### config.mk
export PLATFORM = sky130hd
export DESIGN_NAME = rom_cmd_layer
export DESIGN_NICKNAME = d
export VERILOG_FILES = /design/src/rtl/rom_cmd_pkg.sv /design/src/rtl/rom_cmd_shift.sv /design/src/rtl/rom_id_src.sv /design/src/rtl/rom_ctrl_fsm.sv /design/src/rtl/rom_cmd_layer.sv
export SDC_FILE = /design/constraint.sdc
export NUM_CORES = 1
export LEC_CHECK = 0
export BUFFER_PORTS_ARGS = -buffer_cell sky130_fd_sc_hd__buf_2
export CORE_UTILIZATION = 37
export DETAILED_ROUTE_END_ITERATION = 8
export GPL_ROUTABILITY_DRIVEN = 0
export SETUP_SLACK_MARGIN = 0.2
export SKIP_LAST_GASP = 1
export SLEW_MARGIN = 20
export SYNTH_ARGS = -nofsm -noshare
export SYNTH_HDL_FRONTEND = slang
export SYNTH_SLANG_ARGS = --single-unit
### constraint.sdc
create_clock -name clk_i -period 4.1 [get_ports clk_i]
set_clock_uncertainty 0.2 [all_clocks]
set_input_delay 0.615 -clock clk_i [delete_from_list [all_inputs] [get_ports clk_i]]
set_output_delay 0.615 -clock clk_i [all_outputs]
set_load 0.005 [all_outputs]
### src/rtl/rom_cmd_pkg.sv
`timescale 1ns/1ps
package rom_cmd_pkg;
  localparam int unsigned FAM_W = 8;
  localparam int unsigned SER_W = 48;
  localparam int unsigned CRC_W = 8;
  localparam int unsigned ID_W  = FAM_W + SER_W + CRC_W;
  localparam int unsigned CMD_W = 8;
  localparam int unsigned IDX_W = $clog2(ID_W);

  localparam logic [CMD_W-1:0] OP_READ     = 8'h33;
  localparam logic [CMD_W-1:0] OP_MATCH    = 8'h55;
  localparam logic [CMD_W-1:0] OP_SEARCH   = 8'hF0;
  localparam logic [CMD_W-1:0] OP_SKIP     = 8'hCC;
  localparam logic [CMD_W-1:0] OP_OD_SKIP  = 8'h3C;
  localparam logic [CMD_W-1:0] OP_OD_MATCH = 8'h69;

  typedef enum logic [2:0] {
    ST_CMD, ST_READ, ST_MATCH, ST_SEARCH, ST_MEM, ST_IDLE
  } rom_state_e;

  typedef enum logic [1:0] {PH_TRUE, PH_CMPL, PH_DIR} srch_phase_e;

  // reflected form of x^8+x^5+x^4+1, bit 0 shifted in first
  function automatic logic [CRC_W-1:0] rom_crc8(input logic [ID_W-CRC_W-1:0] d);
    logic [CRC_W-1:0] c;
    logic fb;
    c = '0;
    for (int i = 0; i < int'(ID_W - CRC_W); i++) begin
      fb = c[0] ^ d[i];
      c  = c >> 1;
      if (fb) c = c ^ 8'h8C;
    end
    return c;
  endfunction
endpackage

### src/rtl/rom_cmd_shift.sv
`timescale 1ns/1ps
module rom_cmd_shift #(
  parameter int unsigned W = 8
) (
  input  logic         clk_i,
  input  logic         rst_ni,
  input  logic         clr_i,
  input  logic         shift_i,
  input  logic         bit_i,
  output logic [W-1:0] byte_nxt_o,
  output logic         last_o
);
  localparam int unsigned CNT_W = $clog2(W);

  logic [W-1:0]     sr_q;
  logic [CNT_W-1:0] cnt_q;

  assign byte_nxt_o = {bit_i, sr_q[W-1:1]};
  assign last_o     = (cnt_q == CNT_W'(W - 1));

  always_ff @(posedge clk_i or negedge rst_ni) begin
    if (!rst_ni) begin
      sr_q  <= '0;
      cnt_q <= '0;
    end else if (clr_i) begin
      sr_q  <= '0;
      cnt_q <= '0;
    end else if (shift_i) begin
      sr_q  <= byte_nxt_o;
      cnt_q <= last_o ? '0 : cnt_q + 1'b1;
    end
  end
endmodule

### src/rtl/rom_id_src.sv
`timescale 1ns/1ps
module rom_id_src
  import rom_cmd_pkg::*;
#(
  parameter logic [FAM_W-1:0] FAMILY = 8'h3A,
  parameter logic [SER_W-1:0] SERIAL = 48'h0000_5C19_A7E2
) (
  input  logic [IDX_W-1:0] idx_i,
  output logic             bit_o
);
  localparam logic [ID_W-1:0] ID_VAL = {rom_crc8({SERIAL, FAMILY}), SERIAL, FAMILY};

  assign bit_o = ID_VAL[idx_i];
endmodule

### src/rtl/rom_ctrl_fsm.sv
`timescale 1ns/1ps
module rom_ctrl_fsm
  import rom_cmd_pkg::*;
(
  input  logic             clk_i,
  input  logic             rst_ni,
  input  logic             bus_reset_i,
  input  logic             reset_long_i,
  input  logic             rx_valid_i,
  input  logic             rx_bit_i,
  input  logic             rd_slot_i,
  input  logic [CMD_W-1:0] byte_nxt_i,
  input  logic             byte_last_i,
  input  logic             id_bit_i,
  output logic [IDX_W-1:0] idx_o,
  output logic             shift_en_o,
  output logic             shift_clr_o,
  output logic             tx_bit_o,
  output logic             od_o,
  output logic             mem_en_o
);
  rom_state_e       state_q, state_d;
  srch_phase_e      ph_q, ph_d;
  logic [IDX_W-1:0] idx_q, idx_d;
  logic             odm_q, odm_d;
  logic             od_q, od_d;
  logic             men_q, men_d;
  logic             idx_last;

  assign idx_last    = (idx_q == IDX_W'(ID_W - 1));
  assign idx_o       = idx_q;
  assign shift_clr_o = bus_reset_i;
  assign shift_en_o  = rx_valid_i && !bus_reset_i && (state_q == ST_CMD);
  assign od_o        = od_q;
  assign mem_en_o    = men_q;

  always_comb begin
    tx_bit_o = 1'b1;
    case (state_q)
      ST_READ:   tx_bit_o = id_bit_i;
      ST_SEARCH: begin
        if (ph_q == PH_TRUE)      tx_bit_o = id_bit_i;
        else if (ph_q == PH_CMPL) tx_bit_o = ~id_bit_i;
      end
      default:   tx_bit_o = 1'b1;
    endcase
  end

  always_comb begin
    state_d = state_q;
    ph_d    = ph_q;
    idx_d   = idx_q;
    odm_d   = odm_q;
    od_d    = od_q;
    men_d   = men_q;
    if (bus_reset_i) begin
      state_d = ST_CMD;
      ph_d    = PH_TRUE;
      idx_d   = '0;
      odm_d   = 1'b0;
      men_d   = 1'b0;
      if (reset_long_i) od_d = 1'b0;
    end else begin
      case (state_q)
        ST_CMD: if (rx_valid_i && byte_last_i) begin
          idx_d = '0;
          ph_d  = PH_TRUE;
          case (byte_nxt_i)
            OP_READ:     state_d = ST_READ;
            OP_MATCH:    begin state_d = ST_MATCH; odm_d = 1'b0; end
            OP_OD_MATCH: begin state_d = ST_MATCH; odm_d = 1'b1; end
            OP_SEARCH:   state_d = ST_SEARCH;
            OP_SKIP:     begin state_d = ST_MEM; men_d = 1'b1; end
            OP_OD_SKIP:  begin state_d = ST_MEM; men_d = 1'b1; od_d = 1'b1; end
            default:     state_d = ST_IDLE;
          endcase
        end
        ST_READ: if (rd_slot_i) begin
          idx_d = idx_q + 1'b1;
          if (idx_last) begin
            state_d = ST_MEM;
            men_d   = 1'b1;
          end
        end
        ST_MATCH: if (rx_valid_i) begin
          if (rx_bit_i != id_bit_i) begin
            state_d = ST_IDLE;
          end else if (idx_last) begin
            state_d = ST_MEM;
            men_d   = 1'b1;
            if (odm_q) od_d = 1'b1;
          end else begin
            idx_d = idx_q + 1'b1;
          end
        end
        ST_SEARCH: begin
          case (ph_q)
            PH_TRUE: if (rd_slot_i) ph_d = PH_CMPL;
            PH_CMPL: if (rd_slot_i) ph_d = PH_DIR;
            default: if (rx_valid_i) begin
              if (rx_bit_i != id_bit_i) begin
                state_d = ST_IDLE;
              end else if (idx_last) begin
                state_d = ST_MEM;
                men_d   = 1'b1;
              end else begin
                idx_d = idx_q + 1'b1;
                ph_d  = PH_TRUE;
              end
            end
          endcase
        end
        default: ;
      endcase
    end
  end

  always_ff @(posedge clk_i or negedge rst_ni) begin
    if (!rst_ni) begin
      state_q <= ST_CMD;
      ph_q    <= PH_TRUE;
      idx_q   <= '0;
      odm_q   <= 1'b0;
      od_q    <= 1'b0;
      men_q   <= 1'b0;
    end else begin
      state_q <= state_d;
      ph_q    <= ph_d;
      idx_q   <= idx_d;
      odm_q   <= odm_d;
      od_q    <= od_d;
      men_q   <= men_d;
    end
  end
endmodule

### src/rtl/rom_cmd_layer.sv
`timescale 1ns/1ps
module rom_cmd_layer
  import rom_cmd_pkg::*;
#(
  parameter logic [FAM_W-1:0] FAMILY = 8'h3A,
  parameter logic [SER_W-1:0] SERIAL = 48'h0000_5C19_A7E2
) (
  input  logic clk_i,
  input  logic rst_ni,
  input  logic bus_reset_i,
  input  logic reset_long_i,
  input  logic rx_valid_i,
  input  logic rx_bit_i,
  input  logic rd_slot_i,
  output logic tx_bit_o,
  output logic od_o,
  output logic mem_en_o
);
  logic [CMD_W-1:0] byte_nxt;
  logic             byte_last;
  logic             shift_en;
  logic             shift_clr;
  logic [IDX_W-1:0] idx;
  logic             id_bit;

  rom_cmd_shift #(.W(CMD_W)) i_shift (
    .clk_i      (clk_i),
    .rst_ni     (rst_ni),
    .clr_i      (shift_clr),
    .shift_i    (shift_en),
    .bit_i      (rx_bit_i),
    .byte_nxt_o (byte_nxt),
    .last_o     (byte_last)
  );

  rom_id_src #(.FAMILY(FAMILY), .SERIAL(SERIAL)) i_id (
    .idx_i (idx),
    .bit_o (id_bit)
  );

  rom_ctrl_fsm i_fsm (
    .clk_i        (clk_i),
    .rst_ni       (rst_ni),
    .bus_reset_i  (bus_reset_i),
    .reset_long_i (reset_long_i),
    .rx_valid_i   (rx_valid_i),
    .rx_bit_i     (rx_bit_i),
    .rd_slot_i    (rd_slot_i),
    .byte_nxt_i   (byte_nxt),
    .byte_last_i  (byte_last),
    .id_bit_i     (id_bit),
    .idx_o        (idx),
    .shift_en_o   (shift_en),
    .shift_clr_o  (shift_clr),
    .tx_bit_o     (tx_bit_o),
    .od_o         (od_o),
    .mem_en_o     (mem_en_o)
  );
endmodule

Word-level counts from Yosys, hierarchy flattened --
Memory sizes are Yosys's and may differ from the RTL's. Index checks and enable logic that the tools add are counted.
Word-level totals: register bits 25, ROM bits 64, bits of input ports 7, output and inout bits 3, logic and storage cells 119, memories kept 1
Operators by class: add/sub/neg operators 2, order comparisons 1, equality and inequality tests 28, multiplexer cells 57, bitwise logic cells 1, reductions and logical operators 21
Memories:
- (no name shown) | depth 64, bits a word 1, read ports 1, clocked after Yosys merged registers in 0, wr ports 0, line rom_id_src.sv:13 | assign bit_o = ID_VAL[idx_i];
Operators by type and width (count):
- 6-bit 2-to-1 mux | 7
- 3-bit 2-to-1 mux | 10
- 3-bit case mux with 4 select lines | 2
- 6-bit case mux with 4 select lines | 1
- 1-bit 2-to-1 mux | 22
- 3-bit != test, second input constant | 7
- 8-bit by 6-bit equality test with 1-bit output, second input constant | 2
- 8-bit by 7-bit equality test with 1-bit output, second input constant | 2
- 8-bit equality test, second input constant | 2
- 8-bit 2-to-1 mux | 2
- 2-bit 2-to-1 mux | 7
- 5-bit by 3-bit != test with 1-bit output, second input constant | 2
- 3-bit nonzero test | 3
- 4-bit != test, second input constant | 2
- 2-bit case mux with 2 select lines | 2
- 8-bit AND reduction | 1
- 6-bit by 7-bit less-than comparator with 1-bit output, second input constant | 1
- 7-bit AND reduction | 1
- 6-bit by 1-bit adder with 6-bit output, second input constant | 1
- 3-bit by 2-bit equality test with 1-bit output, second input constant | 2
- 6-bit equality test, second input constant | 1
- 3-bit by 2-bit != test with 1-bit output, second input constant | 2
- 1-bit case mux with 2 select lines | 3
- 2-bit nonzero test | 3
- other kinds (18) | 22

Logic depth before layout (Yosys ltp) --
Gate-level depths: netlist (run 1).
depth in word-level cells 8, gate-level depth with buffers 10, mapped depth without buffers 9

By module --
Synthesis (run 1) repeated with hierarchy kept, for this count alone.
Second synthesis, totals: cell total of the unflattened synthesis 185, area total of the unflattened synthesis 1679.1 µm²
Modules (own cells, without submodules):
- rom_ctrl_fsm | times used 1, cells an instance 128, area each 1084.8 µm², sequential area each 350.3 µm²
- rom_cmd_shift | times used 1, cells an instance 36, area each 437.9 µm², sequential area each 250.2 µm²
- rom_id_src | times used 1, cells an instance 21, area each 156.4 µm², sequential area each 0.0 µm²

Worst setup path before layout (run 1) --
OpenSTA, ideal clock, no wires.
path kind reg-to-output, from reg i_fsm.idx_q[1], in the netlist i_fsm.idx_o[1], to out tx_bit_o, data arrival time 1.610 ns, data required time 3.285 ns, setup slack 1.675 ns, cell stages (with the launch flop) 9, buffers on the path 0, cells stage by stage dfrtp_1 -> inv_1 -> ha_1 -> mux2i_1 -> o2111ai_2 -> o31ai_2 -> mux2i_1 -> o211ai_1 -> o2111ai_1
On the way: longest elaborated chain between the ends 6
Ends and longest elaborated chain:
- start, declared | line rom_ctrl_fsm.sv:24 | logic [IDX_W-1:0] idx_q, idx_d;
- start signal, assigned | line rom_ctrl_fsm.sv:129 | idx_q <= idx_d;
- memory read 64 x 1 bit (*)
- 1-bit 2-to-1 mux (implied by the code) (*) | line rom_id_src.sv:13
- 1-bit inverter | line rom_ctrl_fsm.sv:43 | else if (ph_q == PH_CMPL) tx_bit_o = ~id_bit_i;
- 1-bit 2-to-1 mux | line rom_ctrl_fsm.sv:43
- 1-bit 2-to-1 mux | line rom_ctrl_fsm.sv:42 | if (ph_q == PH_TRUE) tx_bit_o = id_bit_i;
- 1-bit case mux with 2 select lines (*) | line rom_ctrl_fsm.sv:39 | case (state_q)
- end, declared | line rom_cmd_layer.sv:15 | output logic tx_bit_o,
Mark *: on every way between the ends. The rest lies on a longest branch, timed or not. The select of a mux whose other input is x is not followed.

Worst setup path after layout (run 1) --
Ends and elaborated chain as after synthesis.

==> reports/qor.log, run 1 <==
qor: cells_and_area.num-fill-cells 466
qor: route.routed_wl 3890 um
qor: timing.timing.setup.tns 0 ns
qor: cells_and_area.post_layout_nonfiller_instances 265
qor: die.io_pins 10
qor: die.floorplan.initialDensity 38.9%
qor: pwr.power-per-cell-area 233 nW/um2
qor: clock_network.h-tree-depth 1
qor: placement.place.port_buffers 9
qor: synthesis.synthTopCellsByArea sky130_fd_sc_hd__dfrtp_1 35%, sky130_fd_sc_hd__nand2_1 8.7%, sky130_fd_sc_hd__a21oi_1 5.5%, sky130_fd_sc_hd__o21ai_0 4.1%, sky130_fd_sc_hd__ha_1 3.6%
qor: die.die_height 70.2 um
qor: route.drc 0
qor: synthesis.postSynth.asyncResetShare 100%
qor: route.drt_iter0_markers 43
qor: placement.dp_cells 262
qor: clock_network.post_cts.repair.setup_buffers 0
qor: timing.period_share 74.2%
qor: synthesis.edff_count_synth 0
qor: synthesis.yosys_warnings 0
qor: clock_network.clk_latency 0.27 ns
qor: worst_setup_path.cp.required 3.28 ns
qor: clock_network.clk_root_buffer_cell sky130_fd_sc_hd__clkbuf_8
qor: synthesis.synthesized_flop_and_latch_total 24
qor: synthesis.area_share_of_the_largest_cell_type_after_synthesis 34.9%
qor: clock_network.cts-buffers-inserted 3
qor: worst_setup_path.cpLargestDelayFamily compound AO/OA/AOI/OAI gates
qor: synthesis.netlist_area 1720 um2
qor: global_route.grt_pass1_vias 1419
qor: die.die_area 4920 um2
qor: global_route.grt_overflow_total 0
qor: clock_network.cts.sink_count 24
qor: synthesis.post_synth_num_cell_types 46
qor: global_route.groute.usage.overall 17.3%
qor: timing.timing.fmax 329 MHz
qor: clock_network.ctsLongestPathBuffers 2
qor: worst_setup_path.worst_setup_ep_type output port
qor: worst_setup_path.crit_arrival 2.23 ns
qor: worst_setup_path.setup.worst_path.class flop to output port
qor: clock_network.post_cts_hold_buffer_count 0
qor: cells_and_area.final_design_area_no_fill 1800 um2
qor: worst_setup_path.crit_path_start_kind flop
qor: cells_and_area.final_net_count 227
qor: synthesis.syn-instance-count 215
qor: global_route.grt_antenna_before_repair 0
qor: global_route.grt_start_max_net_pins 25
qor: clock_network.cts_tree done
qor: global_route.global_route_wire_length_before_repair 6850 um
qor: worst_setup_path.worst_path_largest_cell_delay 0.52 ns
qor: synthesis.synthesis.area_per_instance 8.00 um2
qor: timing.worst_slew_pin_slew 0.586 ns
qor: route.viasPerCell 5.77
qor: cells_and_area.layout-area-overhead-vs-synth 4.88%
qor: route.ant_nets 0
qor: worst_setup_path.critical_path_buf_inv_count 2
qor: synthesis.synth_nets 227
qor: placement.postPlaceCellArea 1760 um2
qor: pwr.total_power 0.000420 W
qor: worst_setup_path.timing.critical_path.cells inv_1 -> ha_1 -> mux2i_1 -> o2111ai_2 -> o31ai_2 -> mux2i_1 -> o211ai_1 -> o2111ai_1 -> buf_2
qor: pwr.p_leak 0.723 nW
qor: worst_setup_path.critical_path.most_common_cell sky130_fd_sc_hd__mux2i_1
qor: timing.report.final.slew_viol_count 0
qor: min_path.hold_path.class primary input to async pin
qor: cells_and_area.antenna-diode-count 0
qor: timing.finalHoldViolations 0
qor: clock_network.clkSlewWorstSetupHoldPaths 0.09 ns
qor: timing.layout_min_cycle_time 3.04 ns
qor: timing.setup-violations-final 0
qor: synthesis.synth.yosys.seq_area_share 34.9%
qor: run.cap_viol_max_count 0
qor: synthesis.synth_largest_area_cell sky130_fd_sc_hd__dfrtp_1
qor: clock_network.post_cts_resize_count 0
qor: die.placementRows 24
qor: timing.max_slew_margin 60.9%
qor: synthesis.synth-main-ff-cell sky130_fd_sc_hd__dfrtp_1
qor: worst_setup_path.critical_path_peak_fanout 10
qor: placement.dp.final_hpwl 2750 um
qor: route.vias 1530
qor: worst_setup_path.cpMaxStageDelayCell sky130_fd_sc_hd__dfrtp_1
qor: pwr.irDropWorstVdd 173 uV
qor: timing.grt_setup_unrepaired no
qor: die.fp.coreArea 4410 um2
qor: route.wl_per_cell 14.7 um
qor: status.outcome complete, no violations
qor: route.drt_pass1_iterations 4
qor: cells_and_area.layout-drive-gt1-share 11.3%
qor: die.fp.dieW 70.2 um
## placed cells by master, fill, tap and decap left out, types with 2 or more instances in the layout
cell,count
sky130_fd_sc_hd__nand3b_1,5
sky130_fd_sc_hd__nand3_1,5
sky130_fd_sc_hd__inv_1,7
sky130_fd_sc_hd__o21ai_0,14
sky130_fd_sc_hd__xor2_1,3
sky130_fd_sc_hd__nand2_1,40
sky130_fd_sc_hd__o211ai_1,2
sky130_fd_sc_hd__mux2i_1,6
sky130_fd_sc_hd__or4_1,2
sky130_fd_sc_hd__buf_2,9
sky130_fd_sc_hd__a211o_1,2
sky130_fd_sc_hd__or2_2,3
sky130_fd_sc_hd__nor3_1,11
sky130_fd_sc_hd__clkbuf_8,3
sky130_fd_sc_hd__or3_1,4
sky130_fd_sc_hd__nor2_1,14
sky130_fd_sc_hd__nor2b_1,3
sky130_fd_sc_hd__o22ai_1,2
sky130_fd_sc_hd__a31oi_1,6
sky130_fd_sc_hd__a21oi_1,19
sky130_fd_sc_hd__ha_1,5
sky130_fd_sc_hd__dfrtp_1,24
## synthesized netlist by cell type (all sizes together), types with 3 or more instances
| cell type | number |
|---|---|
| xor2 | 3 |
| mux2i | 6 |
| clkbuf | 10 |
| ha | 5 |
| dfrtp | 24 |
| nand2 | 40 |
| a21oi | 19 |
| nand3 | 5 |
| nor2 | 14 |
| inv | 7 |
| buf | 5 |
| or2 | 3 |
| a31oi | 6 |
| or3 | 4 |
| nand3b | 5 |
| nor2b | 3 |
| a211o | 3 |
| nor3 | 11 |
| o21ai | 14 |
## sequential cells by signal, indices dropped and copies added (netlist names)
register        count
i_fsm.odm_q         1
i_fsm.mem_en_o      1
i_fsm.ph_q          2
i_shift.cnt_q       3
i_shift.sr_q        7
i_fsm.state_q       3
i_fsm.idx_o         6
i_fsm.od_o          1
## metal layers
metal / GRT usage (%) / wire (um)
met4: 3.56 / 13
met5: 0 / 0
met1: 24.4 / 2040
met3: 3.61 / 109
met2: 27.5 / 1730
## power by group
part | switching [W] | internal, W | total [W]
Sequential | 0.00000367 | 0.000241 | 0.000244
Combinational | 0.0000232 | 0.0000110 | 0.0000341
Clock | 0.0000758 | 0.0000658 | 0.000142
Total | 0.000103 | 0.000317 | 0.000420
## layout make-up
| cell class | count | area (um2) | share of cell area, % |
|---|---|---|---|
| multi-input cells | 169 | 1020 | 56.4 |
| flip-flops and latches | 24 | 601 | 33.3 |
| well taps | 52 | 65.1 | 3.61 |
| repair buffers | 10 | 52.6 | 2.91 |
| clock buffers | 3 | 41.3 | 2.29 |
| inverters | 7 | 26.3 | 1.46 |
## cells by family after synthesis
| kind of cell | Yosys count | synth area share [%] |
|---|---|---|
| multiplexers | 6 | 3.49 |
| XOR/XNOR | 4 | 2.04 |
| buffers and inverters | 22 | 5.90 |
| adder cells (fa/ha/maj) | 5 | 3.64 |
| flip-flops | 24 | 34.9 |
| AND/OR/NAND/NOR | 95 | 27.1 |
| AO/OA/AOI/OAI | 59 | 22.9 |
## through the flow
step / hold WS [ns] / util [%] / setup WS, ns
3_5_place_dp: 0.315 / 39.9 / 1.35
5_1_grt: 0.176 / 40.8 / 0.747
2_1_floorplan: 0.119 / - / 1.67
4_1_cts: 0.148 / 40.8 / 1.03
3_3_place_gp: 0.282 / 39.9 / 1.44
6_report: 0.134 / 40.8 / 1.06
## path summary, 6_finish.rpt
path | from | to | slack (ns) | cells after the start
min in group clk_i | i_fsm.mem_en_o | i_fsm.mem_en_o | 0.33 | 1
worst min register to register | i_fsm.mem_en_o | i_fsm.mem_en_o | 0.33 | 1
worst min-delay path | rst_ni | i_fsm.idx_o[1] | 0.13 | 1
max in group asynchronous | rst_ni | i_shift.sr_q[6] | 3.17 | 1
worst max register to register | i_fsm.idx_o[1] | i_fsm.idx_o[3] | 1.47 | 9
worst max-delay path | i_fsm.idx_o[1] | tx_bit_o | 1.06 | 9
(Power assumes the default switching activity.)
==> run 2: changes to the inputs <==
==> constraint.sdc (replaced) <==
create_clock -name clk_i -period 3.1 [get_ports clk_i]
set_clock_uncertainty 0.2 [all_clocks]
set_input_delay 0.465 -clock clk_i [delete_from_list [all_inputs] [get_ports clk_i]]
set_output_delay 0.465 -clock clk_i [all_outputs]
set_load 0.005 [all_outputs]
==> run 2 against run 1 <==
  * Flip-flop and latch count did not move
  * Cell count rose by 2.6%
  * Non-clock buffer count rose by 6
  * Hold slack improved by 0.045 ns
  * Count of clock-buffer cells in the layout rose by 1
  * Die area did not move
  * Register-to-register slack got worse by 0.93 ns
  * Sequential power rose by 32%
  * Combinational power rose by 34%
  * Critical path depth did not move
  * Largest cell class unchanged
  * Largest power group unchanged
==> reports/qor.log, run 2 (synthesized netlist as in run 1, its figures left out) <==
qor: status.outcome complete, no violations [unchanged]
qor: route.met3_length 164 um [was 109 um]
qor: route.drt_iter0_markers 119 [was 43]
qor: min_path.hold_path.class primary input to flop [was primary input to async pin]
qor: pwr.p_leak 0.758 nW [was 0.723 nW]
qor: die.die_height 70.2 um [unchanged]
qor: die.die_area 4920 um2 [unchanged]
qor: clock_network.cts.sink_count 24 [unchanged]
qor: cells_and_area.final_cell_mix 40 x sky130_fd_sc_hd__nand2_1, 21 x sky130_fd_sc_hd__dfrtp_1, 19 x sky130_fd_sc_hd__a21oi_1 [was 40 x sky130_fd_sc_hd__nand2_1, 24 x sky130_fd_sc_hd__dfrtp_1, 19 x sky130_fd_sc_hd__a21oi_1]
qor: clock_network.cts_tree done [unchanged]
qor: cells_and_area.layout.core_utilization 42.9% [was 40.8%]
qor: run.cap_viol_max_count 0 [unchanged]
qor: timing.worst_path_setup_slack_after_routing 0.332 ns [was 1.06 ns]
qor: clock_network.cts-buffers-inserted 3 [unchanged]
qor: placement.postPlaceCellArea 1760 um2 [unchanged]
qor: timing.max_slew_margin 61.1% [was 60.9%]
qor: cells_and_area.largest_register_ffs 7 [unchanged]
qor: route.dr.max_layer_used met4 [unchanged]
qor: timing.timing.fmax 361 MHz
qor: worst_setup_path.critical_path_peak_fanout 6 [was 10]
qor: cells_and_area.antenna-diode-count 0 [unchanged]
qor: timing.setup-violations-final 0 [unchanged]
qor: die.fp.coreArea 4410 um2 [unchanged]
qor: die.io_pins 10 [unchanged]
qor: timing.layout_min_cycle_time 2.77 ns
qor: cells_and_area.most_frequent_standard_cell_in_the_layout_excluding_fill_and_tap_cells sky130_fd_sc_hd__nand2_1 [unchanged]
qor: route.routed_wl 3950 um [was 3890 um]
qor: route.vias 1541 [was 1530]
qor: timing.period_share 89.3%
qor: global_route.grt_overflow_total 0 [unchanged]
qor: worst_setup_path.worst_setup_ep_type output port [unchanged]
qor: cells_and_area.layout-drive-gt1-share 15.9% [was 11.3%]
qor: clock_network.clk_latency 0.28 ns [was 0.27 ns]
qor: timing.worst_slew_pin_slew 0.583 ns [was 0.586 ns]
qor: global_route.groute.usage.overall 17.1% [was 17.3%]
qor: clock_network.ctsLongestPathBuffers 2 [unchanged]
qor: worst_setup_path.cp.required 2.43 ns [was 3.28 ns]
qor: timing.timing.setup.tns 0 ns [unchanged]
qor: die.floorplan.initialDensity 38.9% [unchanged]
qor: route.wl_per_cell 14.5 um [was 14.7 um]
qor: timing.report.final.slew_viol_count 0 [unchanged]
qor: global_route.grt_start_max_net_pins 25 [unchanged]
qor: worst_setup_path.crit_path_start_kind flop [unchanged]
qor: clock_network.clk_root_buffer_cell sky130_fd_sc_hd__clkbuf_8 [unchanged]
qor: worst_setup_path.crit_arrival 2.10 ns [was 2.23 ns]
qor: min_path.hp-start reset_long_i
qor: cells_and_area.largest_register i_shift.sr_q [unchanged]
qor: worst_setup_path.ff2ff_path_depth 9 [unchanged]
qor: global_route.grt_pass1_vias 1415 [was 1419]
qor: placement.place_worst_setup_slack 0.466 ns [was 1.35 ns]
qor: worst_setup_path.setup.worst_path.class flop to output port [unchanged]
qor: cells_and_area.final_design_area_no_fill 1890 um2 [was 1800 um2]
qor: placement.dp.final_hpwl 2690 um [was 2750 um]
qor: route.drc 0 [unchanged]
qor: route.ant_nets 0 [unchanged]
qor: global_route.global_route_wire_length_before_repair 6860 um [was 6850 um]
qor: cells_and_area.layout-area-overhead-vs-synth 10.1% [was 4.88%]
qor: route.drt_pass1_iterations 4 [unchanged]
qor: timing.grt_setup_unrepaired no [unchanged]
qor: clock_network.clkSlewWorstSetupHoldPaths 0.10 ns [was 0.09 ns]
qor: min_path.timing.hold.worst_endpoint i_fsm.od_o
qor: pwr.irDropWorstVdd 260 uV [was 173 uV]
qor: die.placementRows 24 [unchanged]
qor: pwr.total_power 0.000591 W [was 0.000420 W]
qor: worst_setup_path.timing.rr.start i_fsm.idx_o[0] [was i_fsm.idx_o[1]]
qor: pwr.power-per-cell-area 312 nW/um2 [was 233 nW/um2]
qor: cells_and_area.final_net_count 233 [was 227]
qor: global_route.grt_antenna_before_repair 0 [unchanged]
qor: route.detailroute.wirelength.met2 1800 um [was 1730 um]
qor: route.viasPerCell 5.67 [was 5.77]
qor: placement.place.port_buffers 9 [unchanged]
qor: route.met1_wirelength 1960 um [was 2040 um]
qor: timing.finalHoldViolations 0 [unchanged]
qor: clock_network.h-tree-depth 1 [unchanged]
qor: min_path.hold_path_depth 2
qor: die.fp.dieW 70.2 um [unchanged]
qor: worst_setup_path.setup.reg_to_reg.worst_slack 0.54 ns [was 1.47 ns]
qor: worst_setup_path.crit-reg2reg-capture i_fsm.idx_o[3] [unchanged]
run 2: cell type report:
cell class	instances	area [um2]
clock buffers	4	55.1
flip-flops and latches	24	604
inverters	7	26.3
multi-input cells	169	1040
well taps	52	65.1
fillers	455	2520
repair buffers	16	100
run 2: worst max-delay path: stages (launching register included):
cell	delay (ns)
sky130_fd_sc_hd__dfrtp_2	0.46
sky130_fd_sc_hd__inv_1	0.11
sky130_fd_sc_hd__ha_4	0.21
sky130_fd_sc_hd__mux2i_1	0.17
sky130_fd_sc_hd__o2111ai_2	0.18
sky130_fd_sc_hd__o31ai_4	0.11
sky130_fd_sc_hd__mux2i_2	0.12
sky130_fd_sc_hd__buf_4	0.15
sky130_fd_sc_hd__o2111ai_1	0.17
sky130_fd_sc_hd__buf_2	0.14
run 2: worst max path at each step:
stage | startpoint | to | slack (ns) | cells past startpoint
floorplan | i_fsm.idx_o[1] | i_fsm.idx_o[3] | 0.68 | 9
global placement | i_fsm.idx_o[0] | i_fsm.idx_o[3] | 0.50 | 9
detailed placement | i_fsm.idx_o[0] | tx_bit_o | 0.47 | 9
CTS | i_fsm.idx_o[0] | tx_bit_o | 0.23 | 9
global route | i_fsm.idx_o[0] | tx_bit_o | 0.18 | 9
finish | i_fsm.idx_o[0] | tx_bit_o | 0.33 | 9
run 2: report_power, final:
part	leakage (nW)	switching, W	total (W)	internal, W
combinational	0.401	0.0000302	0.0000456	0.0000153
sequential	0.327	0.00000514	0.000323	0.000318
clock	0.0288	0.000109	0.000222	0.000114
run 2: routing by layer:
layer / vias up / global-route usage (%)
met5: - / 0
met4: 0 / 2.67
met3: 2 / 3.75
met2: 24 / 26.4
met1: 734 / 25.0
li1: 781 / -
run 2: through the flow:
step / cells / hold WS (ns)
3_5_place_dp: 262 / 0.283
2_1_floorplan: 215 / -0.0306
5_1_grt: 272 / 0.193
3_3_place_gp: 262 / 0.269
6_report: 272 / 0.179
4_1_cts: 267 / 0.179
run 2: what timing repair did:
| item | 4_1_cts | 5_1_grt |
|---|---|---|
| hold buffers | 1 | 0 |
| endpoints found under the setup margin | 1 | 1 |
| hold endpoints to repair | 13 | 0 |
| pin swaps | 0 | 1 |
| buffers inserted | 0 | 5 |
| gates resized for setup | 2 | 4 |
